$ cat config.mk
export PLATFORM = sky130hd
export DESIGN_NAME = acc_alu
export DESIGN_NICKNAME = d
export VERILOG_FILES = /design/src/rtl/acc_alu_pkg.sv /design/src/rtl/acc_alu_ctrl.sv /design/src/rtl/acc_alu_dp.sv /design/src/rtl/acc_alu.sv
export SDC_FILE = /design/constraint.sdc
export NUM_CORES = 1
export LEC_CHECK = 0
export ABC_AREA = 1
export BUFFER_PORTS_ARGS = -buffer_cell sky130_fd_sc_hd__clkbuf_2
export CAP_MARGIN = 10
export CORE_AREA = 2 2 73 75
export CTS_CLUSTER_DIAMETER = 100
export CTS_CLUSTER_SIZE = 40
export DETAILED_ROUTE_END_ITERATION = 7
export DIE_AREA = 0 0 75 77
export PLACE_DENSITY = 0.87
export SLEW_MARGIN = 20
export SYNTH_ARGS = -nofsm -noshare
export SYNTH_HDL_FRONTEND = slang
export SYNTH_SLANG_ARGS = --single-unit
$ cat constraint.sdc
create_clock -name clk -period 4.5 [get_ports clk]
set_clock_uncertainty 0.1 [all_clocks]
set_input_delay 0.9 -clock clk [delete_from_list [all_inputs] [get_ports clk]]
set_output_delay 0.9 -clock clk [all_outputs]
set_load 0.01 [all_outputs]
$ cat src/rtl/acc_alu_pkg.sv
package acc_alu_pkg;

  localparam int OPC_W  = 5;
  localparam int FLAG_W = 8;
  localparam int NIB_W  = 4;

  // flag byte bit positions
  localparam int FZ = 7;
  localparam int FN = 6;
  localparam int FH = 5;
  localparam int FC = 4;

  typedef enum logic [OPC_W-1:0] {
    OP_ADD  = 5'd0,
    OP_ADC  = 5'd1,
    OP_SUB  = 5'd2,
    OP_SBC  = 5'd3,
    OP_AND  = 5'd4,
    OP_XOR  = 5'd5,
    OP_OR   = 5'd6,
    OP_CMP  = 5'd7,
    OP_INC  = 5'd8,
    OP_DEC  = 5'd9,
    OP_ROLC = 5'd10,
    OP_RORC = 5'd11,
    OP_ROLT = 5'd12,
    OP_RORT = 5'd13,
    OP_INV  = 5'd14,
    OP_CSET = 5'd15,
    OP_CFLP = 5'd16
  } op_e;

  typedef enum logic [2:0] {
    U_ADD, U_SUB, U_AND, U_XOR, U_OR, U_ROT, U_CPL, U_PASS
  } unit_e;

  typedef enum logic [1:0] { Z_RES, Z_KEEP, Z_CLR } zsel_e;
  typedef enum logic [1:0] { N_ZERO, N_ONE, N_KEEP } nsel_e;
  typedef enum logic [1:0] { H_ARITH, H_ZERO, H_ONE, H_KEEP } hsel_e;
  typedef enum logic [2:0] { C_ARITH, C_ZERO, C_ONE, C_KEEP, C_INV, C_ROT } csel_e;

  // strobes from control to datapath
  typedef struct packed {
    unit_e unit;
    logic  useCarry;
    logic  oneAsB;
    logic  rotLeft;
    logic  rotThru;
    logic  writeAcc;
    zsel_e zSel;
    nsel_e nSel;
    hsel_e hSel;
    csel_e cSel;
  } ctl_t;

endpackage

$ cat src/rtl/acc_alu_ctrl.sv
module acc_alu_ctrl
  import acc_alu_pkg::*;
(
  input  logic [OPC_W-1:0] opCode,
  output ctl_t             ctl
);

  always_comb begin
    ctl.unit     = U_PASS;
    ctl.useCarry = 1'b0;
    ctl.oneAsB   = 1'b0;
    ctl.rotLeft  = 1'b0;
    ctl.rotThru  = 1'b0;
    ctl.writeAcc = 1'b0;
    ctl.zSel     = Z_KEEP;
    ctl.nSel     = N_KEEP;
    ctl.hSel     = H_KEEP;
    ctl.cSel     = C_KEEP;
    case (opCode)
      OP_ADD, OP_ADC: begin
        ctl.unit     = U_ADD;
        ctl.useCarry = (opCode == OP_ADC);
        ctl.writeAcc = 1'b1;
        ctl.zSel     = Z_RES;
        ctl.nSel     = N_ZERO;
        ctl.hSel     = H_ARITH;
        ctl.cSel     = C_ARITH;
      end
      OP_SUB, OP_SBC, OP_CMP: begin
        ctl.unit     = U_SUB;
        ctl.useCarry = (opCode == OP_SBC);
        ctl.writeAcc = (opCode != OP_CMP);
        ctl.zSel     = Z_RES;
        ctl.nSel     = N_ONE;
        ctl.hSel     = H_ARITH;
        ctl.cSel     = C_ARITH;
      end
      OP_AND: begin
        ctl.unit     = U_AND;
        ctl.writeAcc = 1'b1;
        ctl.zSel     = Z_RES;
        ctl.nSel     = N_ZERO;
        ctl.hSel     = H_ONE;
        ctl.cSel     = C_ZERO;
      end
      OP_XOR, OP_OR: begin
        ctl.unit     = (opCode == OP_XOR) ? U_XOR : U_OR;
        ctl.writeAcc = 1'b1;
        ctl.zSel     = Z_RES;
        ctl.nSel     = N_ZERO;
        ctl.hSel     = H_ZERO;
        ctl.cSel     = C_ZERO;
      end
      OP_INC, OP_DEC: begin
        ctl.unit     = (opCode == OP_INC) ? U_ADD : U_SUB;
        ctl.oneAsB   = 1'b1;
        ctl.writeAcc = 1'b1;
        ctl.zSel     = Z_RES;
        ctl.nSel     = (opCode == OP_INC) ? N_ZERO : N_ONE;
        ctl.hSel     = H_ARITH;
        ctl.cSel     = C_KEEP;
      end
      OP_ROLC, OP_RORC, OP_ROLT, OP_RORT: begin
        ctl.unit     = U_ROT;
        ctl.rotLeft  = (opCode == OP_ROLC) || (opCode == OP_ROLT);
        ctl.rotThru  = (opCode == OP_ROLT) || (opCode == OP_RORT);
        ctl.writeAcc = 1'b1;
        ctl.zSel     = Z_CLR;
        ctl.nSel     = N_ZERO;
        ctl.hSel     = H_ZERO;
        ctl.cSel     = C_ROT;
      end
      OP_INV: begin
        ctl.unit     = U_CPL;
        ctl.writeAcc = 1'b1;
        ctl.nSel     = N_ONE;
        ctl.hSel     = H_ONE;
      end
      OP_CSET, OP_CFLP: begin
        ctl.nSel     = N_ZERO;
        ctl.hSel     = H_ZERO;
        ctl.cSel     = (opCode == OP_CSET) ? C_ONE : C_INV;
      end
      default: begin
        // undefined code: pass everything through
      end
    endcase
  end

endmodule

$ cat src/rtl/acc_alu_dp.sv
module acc_alu_dp
  import acc_alu_pkg::*;
#(
  parameter int DATA_W = 8
)(
  input  ctl_t              ctl,
  input  logic [DATA_W-1:0] acc,
  input  logic [DATA_W-1:0] opnd,
  input  logic [3:0]        flagsNib,
  output logic [DATA_W-1:0] resOut,
  output logic [FLAG_W-1:0] flagByte
);

  localparam logic [NIB_W:0] NIB_MAX = {1'b0, {NIB_W{1'b1}}};
  localparam logic [DATA_W-1:0] ONE_W = {{(DATA_W-1){1'b0}}, 1'b1};

  logic zIn, nIn, hIn, cIn;
  assign zIn = flagsNib[3];
  assign nIn = flagsNib[2];
  assign hIn = flagsNib[1];
  assign cIn = flagsNib[0];

  logic              cinBit;
  logic [DATA_W-1:0] bOp;
  logic [DATA_W:0]   addFull, subFull;
  logic              addHalf, subHalf;
  logic [DATA_W-1:0] rotVal;
  logic              rotOut;
  logic [DATA_W-1:0] unitRes;
  logic              zNew, nNew, hNew, cNew;

  assign cinBit = ctl.useCarry & cIn;
  assign bOp    = ctl.oneAsB ? ONE_W : opnd;

  // adder and subtractor, both one bit wider to expose carry / borrow
  assign addFull = {1'b0, acc} + {1'b0, bOp} + {{DATA_W{1'b0}}, cinBit};
  assign subFull = {1'b0, acc} - {1'b0, bOp} - {{DATA_W{1'b0}}, cinBit};

  // nibble carry and borrow
  assign addHalf = ({1'b0, acc[NIB_W-1:0]} + {1'b0, bOp[NIB_W-1:0]}
                    + {{NIB_W{1'b0}}, cinBit}) > NIB_MAX;
  assign subHalf = {1'b0, acc[NIB_W-1:0]}
                   < ({1'b0, bOp[NIB_W-1:0]} + {{NIB_W{1'b0}}, cinBit});

  // single-bit rotates
  always_comb begin
    if (ctl.rotLeft) begin
      rotOut = acc[DATA_W-1];
      rotVal = {acc[DATA_W-2:0], ctl.rotThru ? cIn : acc[DATA_W-1]};
    end else begin
      rotOut = acc[0];
      rotVal = {ctl.rotThru ? cIn : acc[0], acc[DATA_W-1:1]};
    end
  end

  always_comb begin
    case (ctl.unit)
      U_ADD:   unitRes = addFull[DATA_W-1:0];
      U_SUB:   unitRes = subFull[DATA_W-1:0];
      U_AND:   unitRes = acc & opnd;
      U_XOR:   unitRes = acc ^ opnd;
      U_OR:    unitRes = acc | opnd;
      U_ROT:   unitRes = rotVal;
      U_CPL:   unitRes = ~acc;
      default: unitRes = acc;
    endcase
  end

  assign resOut = ctl.writeAcc ? unitRes : acc;

  always_comb begin
    case (ctl.zSel)
      Z_RES:   zNew = (unitRes == '0);
      Z_CLR:   zNew = 1'b0;
      default: zNew = zIn;
    endcase
    case (ctl.nSel)
      N_ZERO:  nNew = 1'b0;
      N_ONE:   nNew = 1'b1;
      default: nNew = nIn;
    endcase
    case (ctl.hSel)
      H_ARITH: hNew = (ctl.unit == U_SUB) ? subHalf : addHalf;
      H_ZERO:  hNew = 1'b0;
      H_ONE:   hNew = 1'b1;
      default: hNew = hIn;
    endcase
    case (ctl.cSel)
      C_ARITH: cNew = (ctl.unit == U_SUB) ? subFull[DATA_W] : addFull[DATA_W];
      C_ZERO:  cNew = 1'b0;
      C_ONE:   cNew = 1'b1;
      C_INV:   cNew = ~cIn;
      C_ROT:   cNew = rotOut;
      default: cNew = cIn;
    endcase
  end

  always_comb begin
    flagByte     = '0;
    flagByte[FZ] = zNew;
    flagByte[FN] = nNew;
    flagByte[FH] = hNew;
    flagByte[FC] = cNew;
  end

endmodule

$ cat src/rtl/acc_alu.sv
module acc_alu
  import acc_alu_pkg::*;
#(
  parameter int DATA_W = 8
)(
  input  logic              clk,
  input  logic              rstN,
  input  logic              opValid,
  input  logic [4:0]        opCode,
  input  logic [DATA_W-1:0] accIn,
  input  logic [DATA_W-1:0] operandIn,
  input  logic [3:0]        flagsIn,
  output logic [DATA_W-1:0] result,
  output logic              accWrEn,
  output logic [7:0]        flagsOut,
  output logic              outValid
);

  ctl_t              ctl;
  logic [DATA_W-1:0] resNext;
  logic [FLAG_W-1:0] flagNext;

  acc_alu_ctrl ctrl_i (
    .opCode (opCode),
    .ctl    (ctl)
  );

  acc_alu_dp #(.DATA_W(DATA_W)) dp_i (
    .ctl      (ctl),
    .acc      (accIn),
    .opnd     (operandIn),
    .flagsNib (flagsIn),
    .resOut   (resNext),
    .flagByte (flagNext)
  );

  always_ff @(posedge clk) begin
    if (!rstN) begin
      result   <= '0;
      accWrEn  <= 1'b0;
      flagsOut <= '0;
      outValid <= 1'b0;
    end else begin
      outValid <= opValid;
      accWrEn  <= opValid & ctl.writeAcc;
      if (opValid) begin
        result   <= resNext;
        flagsOut <= flagNext;
      end
    end
  end

endmodule

==> flow_metrics.env <==
export IMPL_status="complete, no violations"
export IMPL_synth_warnings=0
export IMPL_hold_path_class="reg -> reg"
export IMPL_power_leakage_nw=1.87
export IMPL_crit_fanout=10
export IMPL_cts_made_buffers=3
export IMPL_cts_resized=0
export IMPL_multiInputGateArea_um2=2220
export IMPL_drt_met1_wl_mm=3.37
export IMPL_track_usage_pct=29.1
export IMPL_p_per_area_nw_per_um2=175
export IMPL_async_reset_ff_share_pct=0
export IMPL_reg2regPathDepth=2
export IMPL_crit_chain="clkbuf_2, inv_2, nand3_1, nor2_1, buf_4, nor2_1, inv_1, fa_1, inv_1, ha_1, o21ai_0, nand2_1, nand2_1, nand2_1, nand2_1, nand2_1, nor2_1, nand3b_1, nor2_1, nand2_1, o21bai_1, nand2_1, a21oi_2"
export IMPL_diodes=0
export IMPL_cts_sinks=14
export IMPL_synth_seq_area_share_pct=9.79
export IMPL_worstSkewPairLatency_ps=240
export IMPL_dieArea_um2=5780
export IMPL_crit_family="simple AND/OR/NAND/NOR gates"
export IMPL_ys_ff_latch=14
export IMPL_dr_max_layer_used="met4"
export IMPL_rsz0062_at_grt="false"
export IMPL_end_kind="flip-flop"
export IMPL_cp_startpoint="opCode[4]"
export IMPL_cts_max_path_buffers=2
export IMPL_cp_slowest_cell="fa_1"
export IMPL_vias_per_cell=5.36
export IMPL_setup_tns_final_ps=0
export IMPL_rr_startpoint="result[1]$_SDFFE_PN0P_"
export IMPL_dp_hpwl_mm=6.53
export IMPL_synth_area_top_cells="nand2_1, ha_1, inv_1"
export IMPL_relSlewSlack_pct=39.7
export IMPL_vias=3295
export IMPL_port_buffers=41
export IMPL_path_buf_inv=5
export IMPL_wl_met3_um=607
export IMPL_drc_errors=0
export IMPL_worst_slew_pin_slew_ps=901
export IMPL_avgSynthCellArea_um2=5.65
export IMPL_cts_root_buf="clkbuf_8"
export IMPL_wl_met2_mm=3.89
export IMPL_cts_tree="done"
export IMPL_rows=26
export IMPL_wirelength_mm=8.09
export IMPL_critPathLaunchType="input pin"
export IMPL_max_cap_viol_count=0
export IMPL_reg2reg_to="result[1]$_SDFFE_PN0P_"
export IMPL_initial_utilization_pct=57.5
export IMPL_wl_per_cell_um=13.1
export IMPL_netlist_instances=507
export IMPL_firstDrtPassIters=5
export IMPL_antenna_found_initial=0
export IMPL_io_pins=46
export IMPL_path_class="in -> reg"
export IMPL_die_x_um=75
export IMPL_routabilityCongestion=0.977
export IMPL_finalSetupViolations=0
export IMPL_power_uw=552
export IMPL_period_needed_ps=3970
export IMPL_worst_ep_required_time_ps=4570
export IMPL_core_area_um2=4980
export IMPL_path_depth=23
export IMPL_synth_top_area_share_pct=20.3
export IMPL_arrival_ps=4050
export IMPL_fin_crit_sh_pct=88.3
export IMPL_overflow=0
export IMPL_cts_setup_buffers=0
export IMPL_grt_max_degree=18
export IMPL_fillers=498
export IMPL_syn_to_final_growth_pct=10.1
export IMPL_yosysUniqueCellTypes=33
export IMPL_path_clk_slew_ps=50
export IMPL_regArea_um2=280
export IMPL_yosysTopAreaCell="nand2_1"
export IMPL_finalHoldViolations=0
export IMPL_synthFlopType="dfxtp_1"
export IMPL_grt_pass1_wl_mm=13.4
export IMPL_r2r_slack_ps=3710
export IMPL_drv_slew=0
export IMPL_final_antenna_net_count=0
export IMPL_synth_edf_count=0
export IMPL_cpMostUsedCell="nand2_1"
export IMPL_post_synth_top_count_cell="nand2_1"
export IMPL_slowest_delay_ps=570
export IMPL_grt_pass1_vias=3066
export IMPL_crit_path_end="flagsOut[7]$_SDFFE_PN0P_"
export IMPL_htree_levels=1
export IMPL_nets=622
export IMPL_drtIter0Drc=271
export IMPL_die_h_um=77
export IMPL_synth_common_cells="nand2_1, inv_1, nor2_1"
export IMPL_ctsHoldBuffers=0
export IMPL_peakVddDrop_v=0.000114
export IMPL_synth_area_um2=2860
export IMPL_drive_above_1_share_pct=10.5
export IMPL_max_freq_mhz=252
==> area by class of cell <==
type / instances / share of cell area [%]
Sequential cell: 14 / 8.89
Timing Repair Buffer: 42 / 6.74
Tap cell: 70 / 2.78
Multi-Input combinational cell: 403 / 70.4
Clock buffer: 3 / 1.31
Inverter: 83 / 9.88
==> worst min path at each step <==
| stage | startpoint | endpoint | slack [ps] | cells after the start |
|---|---|---|---|---|
| floorplan | result[7]$_SDFFE_PN0P_ | result[7]$_SDFFE_PN0P_ | 380 | 2 |
| global placement | flagsOut[6]$_SDFFE_PN0P_ | flagsOut[6]$_SDFFE_PN0P_ | 350 | 2 |
| detailed placement | result[1]$_SDFFE_PN0P_ | result[1]$_SDFFE_PN0P_ | 360 | 2 |
| CTS | result[6]$_SDFFE_PN0P_ | result[6]$_SDFFE_PN0P_ | 370 | 2 |
| global route | result[5]$_SDFFE_PN0P_ | result[5]$_SDFFE_PN0P_ | 390 | 2 |
| finish | result[6]$_SDFFE_PN0P_ | result[6]$_SDFFE_PN0P_ | 370 | 2 |
==> power breakdown <==
group / leakage, nW / total [mW] / switching (mW) / internal, mW
Sequential: 0.116 / 0.139 / 0.00482 / 0.134
Clock: 0.0216 / 0.0992 / 0.0402 / 0.0591
Combinational: 1.73 / 0.313 / 0.203 / 0.110
==> sequential cells by signal, indices dropped and copies added (netlist names) <==
register	count
result	8
accWrEn	1
outValid	1
flagsOut	4
==> layer usage <==
layer,global-route usage (%),vias to the layer above
met5,0,-
met4,10.0,0
met3,4.73,22
met2,48.7,150
met1,37.0,1452
li1,-,1671
==> logic make-up (layout without fill, tap and decap cells) <==
logic type	Yosys count	count (layout)	synth area share, %
xor+xnor	7	7	2.14
flops	14	14	9.79
compound gates	56	56	11.3
fa+ha+maj	47	47	21.6
buf+inv	93	128	13.1
other cells	1	4	0.131
simple gates	289	289	42.0
==> tightest hold or removal path, delay by kind of cell, from the launching register on <==
kind | cells | cell delay [ps]
flops | 1 | 310
simple gates | 1 | 60
compound gates | 1 | 50
==> stage by stage <==
step                cells  cell area (um^2)  util, %  setup WS (ps)  hold slack, ps
floorplan             510              2880        -            873             383
global placement      612              3110     62.5            446             354
detailed placement    612              3110     62.5            368             358
CTS                   615              3150     63.4            569             367
global route          615              3150     63.4            245             391
finish                615              3150     63.4            526             366
==> placed cells by master (no fill, tap or decap), drive strengths merged <==
| cell type | instances |
|---|---|
| nand2 | 157 |
| inv | 83 |
| nor2 | 76 |
| clkbuf | 44 |
| ha | 43 |
| nand3 | 40 |
| o21ai | 21 |
| a21oi | 19 |
| dfxtp | 14 |
| o211ai | 10 |
| nand4 | 6 |
| xor2 | 5 |
| nand3b | 4 |
| fa | 4 |
| conb | 4 |
| xnor2 | 2 |
| nor3 | 2 |
| o22ai | 2 |
| nor4 | 2 |
| o21bai | 2 |
| o2111ai | 1 |
| and2 | 1 |
| or2 | 1 |
| o221ai | 1 |
| buf | 1 |
(Power assumes the default switching activity.)
